===== src/rtl/bic_pkg.sv =====
package bic_pkg;

  typedef enum logic [2:0] {
    CM_TERMINAL = 3'd0,
    CM_RATE     = 3'd2,
    CM_SQUARE   = 3'd3
  } cntMode_e;

  // Strobes from the control half to the datapath half
  typedef struct packed {
    logic     wrLow;     // load low byte, halt
    logic     wrHigh;    // load high byte, arm period
    logic     snap;      // copy count into snapshot
    logic     selLatch;  // read mux takes snapshot
    logic     selHigh;   // read mux takes high byte
    cntMode_e mode;      // active counting mode
  } dpCmd_t;

endpackage


===== src/rtl/bic_ctrl.sv =====
module bic_ctrl
  import bic_pkg::*;
#(
  parameter int BUS_W   = 8,
  parameter int CHAN_ID = 0
) (
  input  logic             clk,
  input  logic             rst_n,
  input  logic             ctrlWrEn,
  input  logic [BUS_W-1:0] ctrlByte,
  input  logic             dataWrEn,
  input  logic             rdEn,
  output dpCmd_t           cmd,
  output logic             cfgErr
);

  localparam int SEL_HI = BUS_W - 1;
  localparam int SEL_LO = BUS_W - 2;
  localparam int ACC_HI = BUS_W - 3;
  localparam int ACC_LO = BUS_W - 4;
  localparam logic [1:0] SEL_READBACK = 2'b11;
  localparam logic [1:0] SEL_MINE     = 2'(CHAN_ID);
  localparam logic [1:0] ACC_LATCH    = 2'b00;
  localparam logic [1:0] ACC_WORD     = 2'b11;

  logic [1:0] selField, accField;
  logic [2:0] modeField;
  logic       bcdField;

  assign selField  = ctrlByte[SEL_HI:SEL_LO];
  assign accField  = ctrlByte[ACC_HI:ACC_LO];
  assign modeField = ctrlByte[3:1];
  assign bcdField  = ctrlByte[0];

  cntMode_e modeQ;
  logic     wrHighQ, rdHighQ, latchPendQ, errQ;

  logic isMine, isReadBack, latchCmd, progCmd, modeOk, progOk;
  logic errNext, snapNow, releaseNow;

  always_comb begin
    isMine     = ctrlWrEn && (selField == SEL_MINE);
    isReadBack = ctrlWrEn && (selField == SEL_READBACK);
    latchCmd   = isMine && (accField == ACC_LATCH);
    progCmd    = isMine && (accField != ACC_LATCH);
    modeOk     = (modeField == 3'd0) || (modeField == 3'd2) || (modeField == 3'd3);
    progOk     = (accField == ACC_WORD) && modeOk && !bcdField;
    errNext    = isReadBack || (progCmd && !progOk);
    snapNow    = latchCmd && !latchPendQ;
    releaseNow = rdEn && latchPendQ && rdHighQ;
  end

  always_ff @(posedge clk or negedge rst_n) begin
    if (!rst_n) begin
      modeQ      <= CM_TERMINAL;
      wrHighQ    <= 1'b0;
      rdHighQ    <= 1'b0;
      latchPendQ <= 1'b0;
      errQ       <= 1'b0;
    end else begin
      errQ <= errNext;
      if (progCmd && progOk) modeQ <= cntMode_e'(modeField);
      if (dataWrEn) wrHighQ <= !wrHighQ;
      if (snapNow) begin
        latchPendQ <= 1'b1;
        rdHighQ    <= 1'b0;
      end else begin
        if (releaseNow) latchPendQ <= 1'b0;
        if (rdEn) rdHighQ <= !rdHighQ;
      end
    end
  end

  always_comb begin
    cmd.wrLow    = dataWrEn && !wrHighQ;
    cmd.wrHigh   = dataWrEn && wrHighQ;
    cmd.snap     = snapNow;
    cmd.selLatch = latchPendQ;
    cmd.selHigh  = rdHighQ;
    cmd.mode     = modeQ;
  end

  assign cfgErr = errQ;

  AST_READBACK_FLAGGED: assert property (@(posedge clk) disable iff (!rst_n)
    (ctrlWrEn && ctrlByte[SEL_HI:SEL_LO] == SEL_READBACK) |=> cfgErr);
  AST_SNAPSHOT_KEPT: assert property (@(posedge clk) disable iff (!rst_n)
    (cmd.selLatch && !(rdEn && cmd.selHigh)) |=> cmd.selLatch);
  AST_SNAPSHOT_FREED: assert property (@(posedge clk) disable iff (!rst_n)
    (cmd.selLatch && rdEn && cmd.selHigh) |=> !cmd.selLatch);

endmodule


===== src/rtl/bic_datapath.sv =====
module bic_datapath
  import bic_pkg::*;
#(
  parameter int BUS_W = 8
) (
  input  logic             clk,
  input  logic             rst_n,
  input  logic             tickEn,
  input  dpCmd_t           cmd,
  input  logic [BUS_W-1:0] dataByte,
  output logic [BUS_W-1:0] rdByte,
  output logic             outLevel
);

  localparam int LANES = 2;
  localparam int CNT_W = LANES * BUS_W;
  localparam logic [CNT_W-1:0] ONE = CNT_W'(1);

  logic [CNT_W-1:0] countQ, periodQ, snapQ;
  logic             runQ, outQ;

  logic [LANES-1:0] laneWr;
  logic [CNT_W-1:0] loadVal;
  logic [CNT_W-1:0] halfPt;

  assign laneWr = {cmd.wrHigh, cmd.wrLow};
  assign halfPt = periodQ >> 1;

  for (genvar l = 0; l < LANES; l++) begin : gLane
    assign loadVal[l*BUS_W +: BUS_W] = laneWr[l] ? dataByte : countQ[l*BUS_W +: BUS_W];
  end

  always_ff @(posedge clk or negedge rst_n) begin
    if (!rst_n) begin
      countQ  <= '0;
      periodQ <= '0;
      snapQ   <= '0;
      runQ    <= 1'b0;
      outQ    <= 1'b0;
    end else begin
      if (cmd.snap) snapQ <= countQ;
      if (cmd.wrLow) begin
        countQ <= loadVal;
        runQ   <= 1'b0;
        outQ   <= 1'b0;
      end else if (cmd.wrHigh) begin
        countQ  <= loadVal;
        periodQ <= loadVal;
        runQ    <= (loadVal != '0);
        outQ    <= (loadVal != '0) && (cmd.mode != CM_TERMINAL);
      end else if (tickEn && runQ) begin
        unique case (cmd.mode)
          CM_TERMINAL: begin
            countQ <= countQ - ONE;
            if (countQ == ONE) begin
              outQ <= 1'b1;
              runQ <= 1'b0;
            end
          end
          CM_RATE: begin
            if (countQ == ONE) begin
              countQ <= periodQ;
              outQ   <= 1'b0;
            end else begin
              countQ <= countQ - ONE;
              outQ   <= 1'b1;
            end
          end
          CM_SQUARE: begin
            if (countQ == ONE) begin
              countQ <= periodQ;
              outQ   <= !outQ;
            end else begin
              countQ <= countQ - ONE;
              if (halfPt != '0 && countQ == halfPt + ONE) outQ <= !outQ;
            end
          end
          default: countQ <= countQ;
        endcase
      end
    end
  end

  logic [CNT_W-1:0] rdSrc;
  assign rdSrc    = cmd.selLatch ? snapQ : countQ;
  assign rdByte   = cmd.selHigh ? rdSrc[CNT_W-1 -: BUS_W] : rdSrc[BUS_W-1:0];
  assign outLevel = outQ;

  AST_NO_UNDERFLOW: assert property (@(posedge clk) disable iff (!rst_n)
    runQ |-> (countQ != '0));
  AST_LOW_HALTS: assert property (@(posedge clk) disable iff (!rst_n)
    cmd.wrLow |=> (!runQ && !outLevel));
  AST_HOLD_NO_TICK: assert property (@(posedge clk) disable iff (!rst_n)
    (!tickEn && !cmd.wrLow && !cmd.wrHigh) |=> $stable(countQ));
  AST_TERMINAL_FIRES: assert property (@(posedge clk) disable iff (!rst_n)
    (cmd.mode == CM_TERMINAL && runQ && tickEn && !cmd.wrLow && !cmd.wrHigh && countQ == ONE)
      |=> (outLevel && !runQ));
  AST_SNAPSHOT_STABLE: assert property (@(posedge clk) disable iff (!rst_n)
    !cmd.snap |=> $stable(snapQ));

endmodule


===== src/rtl/byte_interval_counter.sv =====
module byte_interval_counter
  import bic_pkg::*;
#(
  parameter int BUS_W   = 8,
  parameter int CHAN_ID = 0
) (
  input  logic             clk,
  input  logic             rst_n,
  input  logic             tickEn,
  input  logic             ctrlWrEn,
  input  logic [BUS_W-1:0] ctrlByte,
  input  logic             dataWrEn,
  input  logic [BUS_W-1:0] dataByte,
  input  logic             rdEn,
  output logic [BUS_W-1:0] rdByte,
  output logic             outLevel,
  output logic             cfgErr
);

  dpCmd_t cmd;

  bic_ctrl #(.BUS_W(BUS_W), .CHAN_ID(CHAN_ID)) u_ctrl (
    .clk      (clk),
    .rst_n    (rst_n),
    .ctrlWrEn (ctrlWrEn),
    .ctrlByte (ctrlByte),
    .dataWrEn (dataWrEn),
    .rdEn     (rdEn),
    .cmd      (cmd),
    .cfgErr   (cfgErr)
  );

  bic_datapath #(.BUS_W(BUS_W)) u_dp (
    .clk      (clk),
    .rst_n    (rst_n),
    .tickEn   (tickEn),
    .cmd      (cmd),
    .dataByte (dataByte),
    .rdByte   (rdByte),
    .outLevel (outLevel)
  );

endmodule


===== config.mk =====
export PLATFORM = sky130hd
export DESIGN_NAME = byte_interval_counter
export DESIGN_NICKNAME = d
export VERILOG_FILES = /design/src/rtl/bic_pkg.sv /design/src/rtl/bic_ctrl.sv /design/src/rtl/bic_datapath.sv /design/src/rtl/byte_interval_counter.sv
export SDC_FILE = /design/constraint.sdc
export NUM_CORES = 1
export LEC_CHECK = 0
export BUFFER_PORTS_ARGS = -buffer_cell sky130_fd_sc_hd__clkbuf_2
export CAP_MARGIN = 15
export CORE_MARGIN = 2
export CORE_UTILIZATION = 54
export DETAILED_ROUTE_END_ITERATION = 8
export PLACE_DENSITY = 0.87
export SYNTH_ARGS = -nofsm -noshare
export SYNTH_HDL_FRONTEND = slang
export SYNTH_SLANG_ARGS = --single-unit

===== constraint.sdc =====
create_clock -name clk -period 2.3 [get_ports clk]
set_clock_uncertainty 0.05 [all_clocks]
set_input_delay 0.23 -clock clk [delete_from_list [all_inputs] [get_ports clk]]
set_output_delay 0.23 -clock clk [all_outputs]
set_load 0.01 [all_outputs]

# After elaboration in Yosys (flattened, before gate mapping)
# Cells that the tools add are included.
[op_classes]
reduce_logical = 45
bitwise_logic = 1
addsub = 2
eq_ne = 10
n_mux = 26
[op_table]
columns = ["operator", "count"]
rows = [
  ["2-to-1 mux 16 bit", 5],
  ["one-hot mux 16 bit (2 select lines)", 1],
  ["nonzero test 16 bit", 2],
  ["2-to-1 mux 8 bit", 3],
  ["adder 15 x 1 -> 16 bit (second input constant)", 1],
  ["equality test 16 x 1 -> 1 bit (second input constant)", 1],
  ["equality test 16 bit", 1],
  ["logical AND 1 bit", 16],
  ["2-to-1 mux 1 bit", 16],
  ["subtractor 16 x 1 -> 16 bit (second input constant)", 1],
  ["equality test 3 x 2 -> 1 bit (second input constant)", 4],
  ["nonzero test 3 bit", 4],
  ["logical NOT 1 bit", 6],
  ["logical NOT 3 bit", 2],
  ["nonzero test 2 bit", 3],
  ["inequality test 5 x 1 -> 1 bit (second input constant)", 1],
  ["nonzero test 5 bit", 1],
  ["equality test 2 bit (second input constant)", 2],
  ["logical NOT 2 bit", 2],
  ["inequality test 4 x 1 -> 1 bit (second input constant)", 1],
  ["AND reduction 2 bit", 2],
  ["AND reduction 4 bit", 1],
  ["nonzero test 4 bit", 1],
  ["logical OR 1 bit", 3],
  ["4 further kinds", 4],
]
[word_totals]
inputBits = 22
register_bits = 57
elab_cells = 94
out_inout_bits = 10

# Longest topological paths before layout
[logic_depth]
ltp_word = 9
depth_mapped = 11
depth_no_buf = 9

# Cells and area by module
# Synthesis repeated with hierarchy kept, for this count alone.
[hier_totals]
cells_unflattened = 398
hier_area_um2 = 3772.4
[modules_own_cells]
columns = ["mod", "cells_per_inst", "instances", "area_per_inst_um2", "seq_area_each_um2"]
rows = [
  ["bic_datapath", 369, 1, 3412.0, 1251.2],
  ["bic_ctrl", 29, 1, 360.3, 175.2],
]

# Worst setup path after synthesis
# No wires, ideal clock.
[synth_path]
path_type = "register to register"
start = "register u_dp.periodQ[1]"
end = "register u_dp.outQ, in the netlist u_dp.outLevel"
setup_slack_ps = -225
stages_incl_launch_ff = 10
required_ps = 2125
setup_time_ps = 125
period_less_slack_ps = 2525
n_path_buf = 1
arrival_ps = 2350
path_cell_list = "dfrtp_1 ha_1 buf_2 o21ba_1 a221oi_2 a21oi_1 or4b_1 a211oi_2 a41oi_2 mux2_4"
[synth_between]
elab_chain_cells = 5
elab_cells_between_ends = 6
classes_between = "add/sub: 1; eq/ne: 2; reduce/logical: 3"
[synth_rtl]
columns = ["element", "line", "source"]
rows = [
  ["start: declaration", "bic_datapath.sv:19", "logic [CNT_W-1:0] countQ, periodQ, snapQ;"],
  ["start signal: assignment", "bic_datapath.sv:48", "periodQ <= loadVal;"],
  ["adder 15 x 1 -> 16 bit", "bic_datapath.sv:75", "if (halfPt != '0 && countQ == halfPt + ONE) outQ <= !outQ;"],
  ["equality test 16 bit", "bic_datapath.sv:75", ""],
  ["logical AND 1 bit (*)", "bic_datapath.sv:75", ""],
  ["inequality test 5 x 1 -> 1 bit (no line) (*)", "-", ""],
  ["AND reduction 4 bit (no line) (*)", "-", ""],
  ["end signal: assignment", "bic_datapath.sv:50", "outQ <= (loadVal != '0) && (cmd.mode != CM_TERMINAL);"],
  ["end signal: assignment", "bic_datapath.sv:72", "outQ <= !outQ;"],
  ["end signal: assignment", "bic_datapath.sv:75", ""],
  ["end: declaration", "bic_datapath.sv:20", "logic runQ, outQ;"],
]
# Mark *: on every way between the ends. The rest lies on a longest branch, timed or not.
# A chain may end at the register's enable or synchronous reset.

# Final worst setup path
[layout_path]
start = "register u_dp.periodQ[2]"
end = "register u_dp.outQ, in the netlist u_dp.outLevel"
# Same word-level chain as after synthesis.

==> results.sh <==
export IMPL_drt_iter0_markers=485
export IMPL_multi_input_area_mm2=0.00223
export IMPL_end_kind="register"
export IMPL_placed_area_mm2=0.00440
export IMPL_port_buffers=31
export IMPL_ys_ff_latch=57
export IMPL_synth_flop_cell="dfrtp_1"
export IMPL_nets=526
export IMPL_path_clk_slew_ps=70
export IMPL_regArea_mm2=0.00143
export IMPL_finalSetupViolCount=1
export IMPL_fp_dieArea_mm2=0.00773
export IMPL_syn2layout_area_growth_pct=23.8
export IMPL_fillers=505
export IMPL_root_buffer="clkbuf_8"
export IMPL_seq_area_frac_synth_pct=37.5
export IMPL_dp_cells=580
export IMPL_path_class="reg -> reg"
export IMPL_ys_async_sr_fraction_pct=100
export IMPL_violations="setup timing"
export IMPL_crit_fanout=8
export IMPL_vias_per_cell=6.11
export IMPL_grt_pass1_wl_mm=17.6
export IMPL_syn_area_mm2=0.00380
export IMPL_crit_arrival_ps=2640
export IMPL_fin_util_pct=69.3
export IMPL_rsz0062_at_grt="yes"
export IMPL_antenna_found_initial=0
export IMPL_grt_pass1_vias=3603
export IMPL_track_usage_pct=30.1
export IMPL_setup_ws_ps=-161
export IMPL_max_clock_freq_mhz=406
export IMPL_grt_overflow=0
export IMPL_cts_buffers=9
export IMPL_syn_inst=427
export IMPL_min_period_ps=2460
export IMPL_fin_tns_setup_ps=-161
export IMPL_finalWeightedCongestion=0.954
export IMPL_cts_tree="built"
export IMPL_grt_max_degree=58
export IMPL_die_h_um=87.9
export IMPL_clk_latency_ps=340
export IMPL_vias=3675
export IMPL_wl_mm=11.0
export IMPL_coreArea_mm2=0.00679
export IMPL_p_per_area_mw_per_mm2=1310
export IMPL_hold_ws_ps=82.0
export IMPL_hold_viol_final=0
export IMPL_die_w_um=87.9
export IMPL_worstMarginPinSlew_ps=762
export IMPL_synth_distinct_cells=64
export IMPL_vdd_drop_max_uv=782
export IMPL_antenna_diode_count=0
export IMPL_synth_avg_cell_area_um2=8.91
export IMPL_dp_hpwl_mm=8.26
export IMPL_crit_chain="ha_4, o21ba_1, a221oi_2, a21oi_1, or4b_4, a211oi_2, a41oi_2, mux2_4"
export IMPL_hp_class="in -> reg"
export IMPL_drv_slew=0
export IMPL_io_pins=32
export IMPL_cap_violations=0
export IMPL_leakage_nw=2.06
export IMPL_final_area_mm2=0.00471
export IMPL_drive_above_1_share_pct=33.1
export IMPL_start_kind="register"
export IMPL_required_ps=2480
export IMPL_syn_num_nets=453
export IMPL_status="finished, violations left"
export IMPL_initial_core_util_pct=56.0
export IMPL_synth_edf_count=0
export IMPL_rows=30
export IMPL_drcViolationCount=0
export IMPL_yosys_warnings=0
export IMPL_drt_pass1_iterations=5
export IMPL_post_drt_wl_per_cell_um=18.3
export IMPL_drtAntennaViolNets=0
export IMPL_cp_slowest_cell="or4b_4"
export IMPL_final_cell_count_no_fill=601
export IMPL_htreeDepth=3
export IMPL_cp_slowest_stage_delay_ps=560
export IMPL_maxSlewHeadroom_pct=47.9
export IMPL_cts_sinks=57
export IMPL_finalCritPeriodShare_pct=107
export IMPL_cts_buffer_depth=2
[synthesized netlist by cell type (all sizes together) (2+ instances only)]
master | instances | area, um^2
xnor2 | 12 | 105
mux2 | 18 | 206
and2 | 2 | 12.5
mux4 | 8 | 180
nand3b | 4 | 30.0
nand4 | 5 | 31.3
and3 | 4 | 26.3
dfrtp | 57 | 1430
a211oi | 6 | 50.1
a31o | 2 | 17.5
nor4 | 10 | 75.1
nand4b | 2 | 17.5
mux2i | 3 | 30.0
o21a | 3 | 22.5
or3 | 5 | 31.3
and4b | 4 | 40.0
nand2b | 2 | 12.5
clkbuf | 26 | 97.6
or4 | 2 | 15.0
xor2 | 13 | 114
inv | 9 | 33.8
o211ai | 2 | 15.0
nor2 | 31 | 116
a21oi | 18 | 90.1
a22oi | 5 | 37.5
ha | 4 | 50.1
nor4b | 3 | 26.3
nand3 | 11 | 67.6
a211o | 2 | 17.5
a2bb2oi | 3 | 26.3
nand2 | 71 | 267
o22ai | 3 | 18.8
nor3 | 10 | 55.1
o21ai | 24 | 120
buf | 16 | 93.8
a31oi | 7 | 43.8
o31a | 2 | 17.5
nor2b | 3 | 18.8
a41oi | 2 | 25.0
[cell families after synthesis]
| logic type | count (synthesis) | synth area share (%) |
|---|---|---|
| compound gates | 90 | 15.9 |
| fa+ha+maj | 4 | 1.32 |
| mux | 29 | 11.0 |
| buf+inv | 51 | 5.92 |
| xor+xnor | 25 | 5.76 |
| simple gates | 171 | 22.6 |
| flops | 57 | 37.5 |
[registers in the layout, indices dropped and copies added (netlist names)]
register	count
u_dp.outLevel	1
u_ctrl.wrHighQ	1
u_dp.runQ	1
u_ctrl.cfgErr	1
u_dp.periodQ	16
u_ctrl.latchPendQ	1
u_ctrl.rdHighQ	1
u_dp.countQ	16
u_dp.snapQ	16
u_ctrl.modeQ	3
[through the flow]
stage	power [W]	worst slack, ps
floorplan	0.00378	-209
global placement	0.00484	-222
detailed placement	0.00499	-259
CTS	0.00598	-149
global route	0.00650	-224
finish	0.00615	-161
[power by group]
| group | switching, W | leakage, nW | internal [W] |
|---|---|---|---|
| Clock | 0.000388 | 0.0974 | 0.000527 |
| Combinational | 0.00172 | 1.27 | 0.00162 |
| Sequential | 0.000450 | 0.693 | 0.00144 |
[layout make-up]
cell class | count | area share, %
clock inverters | 3 | 0.850
inverters | 9 | 0.717
flip-flops and latches | 57 | 30.4
repair buffers | 104 | 15.0
clock buffers | 13 | 3.16
well taps | 96 | 2.55
multi-input cells | 319 | 47.4
[routing by layer]
layer | vias to the layer above | GRT usage, % | share of wire [%]
li1 | 1676 | - | -
met1 | 1733 | 39.1 | 41
met2 | 218 | 49.4 | 47
met3 | 48 | 6.22 | 8.3
met4 | 0 | 12.2 | 3.5
met5 | - | 0 | 0
[layout by cell type, fill, tap and decap left out, types with 3 or more instances in the layout]
master     count
and4b_1        4
o21ai_1        3
or3_1          4
o21ai_0       21
dfrtp_2        4
xnor2_1       12
mux2i_1        3
and3_1         3
a22oi_1        5
clkbuf_8      10
nand3_1       10
nor4_1         7
a21oi_1       17
a2bb2oi_1      3
nor2b_1        3
o22ai_1        3
buf_4         72
clkbuf_2      31
xor2_1        13
a31oi_1        7
mux2_2        17
nor3_1         8
o21a_1         3
nand2_1       71
clkbuf_1       3
dfrtp_1       53
inv_1          8
nand4_1        5
a211oi_1       5
mux4_2         8
nand3b_1       4
nor2_1        31
[final timing paths]
check                                 from               to  slack [ps]  depth (start not counted)
hold reg to reg            u_dp.periodQ[0]  u_dp.periodQ[0]         440                          2
setup / recovery           u_dp.periodQ[2]    u_dp.outLevel        -160                          8
setup reg to reg           u_dp.periodQ[2]    u_dp.outLevel        -160                          8
max in group asynchronous            rst_n   u_dp.countQ[1]        1180                          3
min in group asynchronous            rst_n  u_dp.periodQ[3]         520                          3
hold / removal                    ctrlWrEn   u_ctrl.rdHighQ          80                          2
[repair_timing]
| item | CTS | global route |
|---|---|---|
| hold buffers | 1 | 0 |
| buffers inserted | 0 | 4 |
| gates resized for setup | 6 | 13 |
| pin swaps | 5 | 4 |
| setup endpoints to repair | 3 | 10 |
| hold endpoints to repair | 3 | 0 |
[worst max-delay path: cells and delay by family, from the launching register on]
kind,cells,cell delay (ps)
AO/OA/AOI/OAI,5,780
multiplexers,1,310
adder cells (fa/ha/maj),1,210
AND/OR/NAND/NOR,1,560
flip-flops,1,430
(Power assumes the default switching activity.)
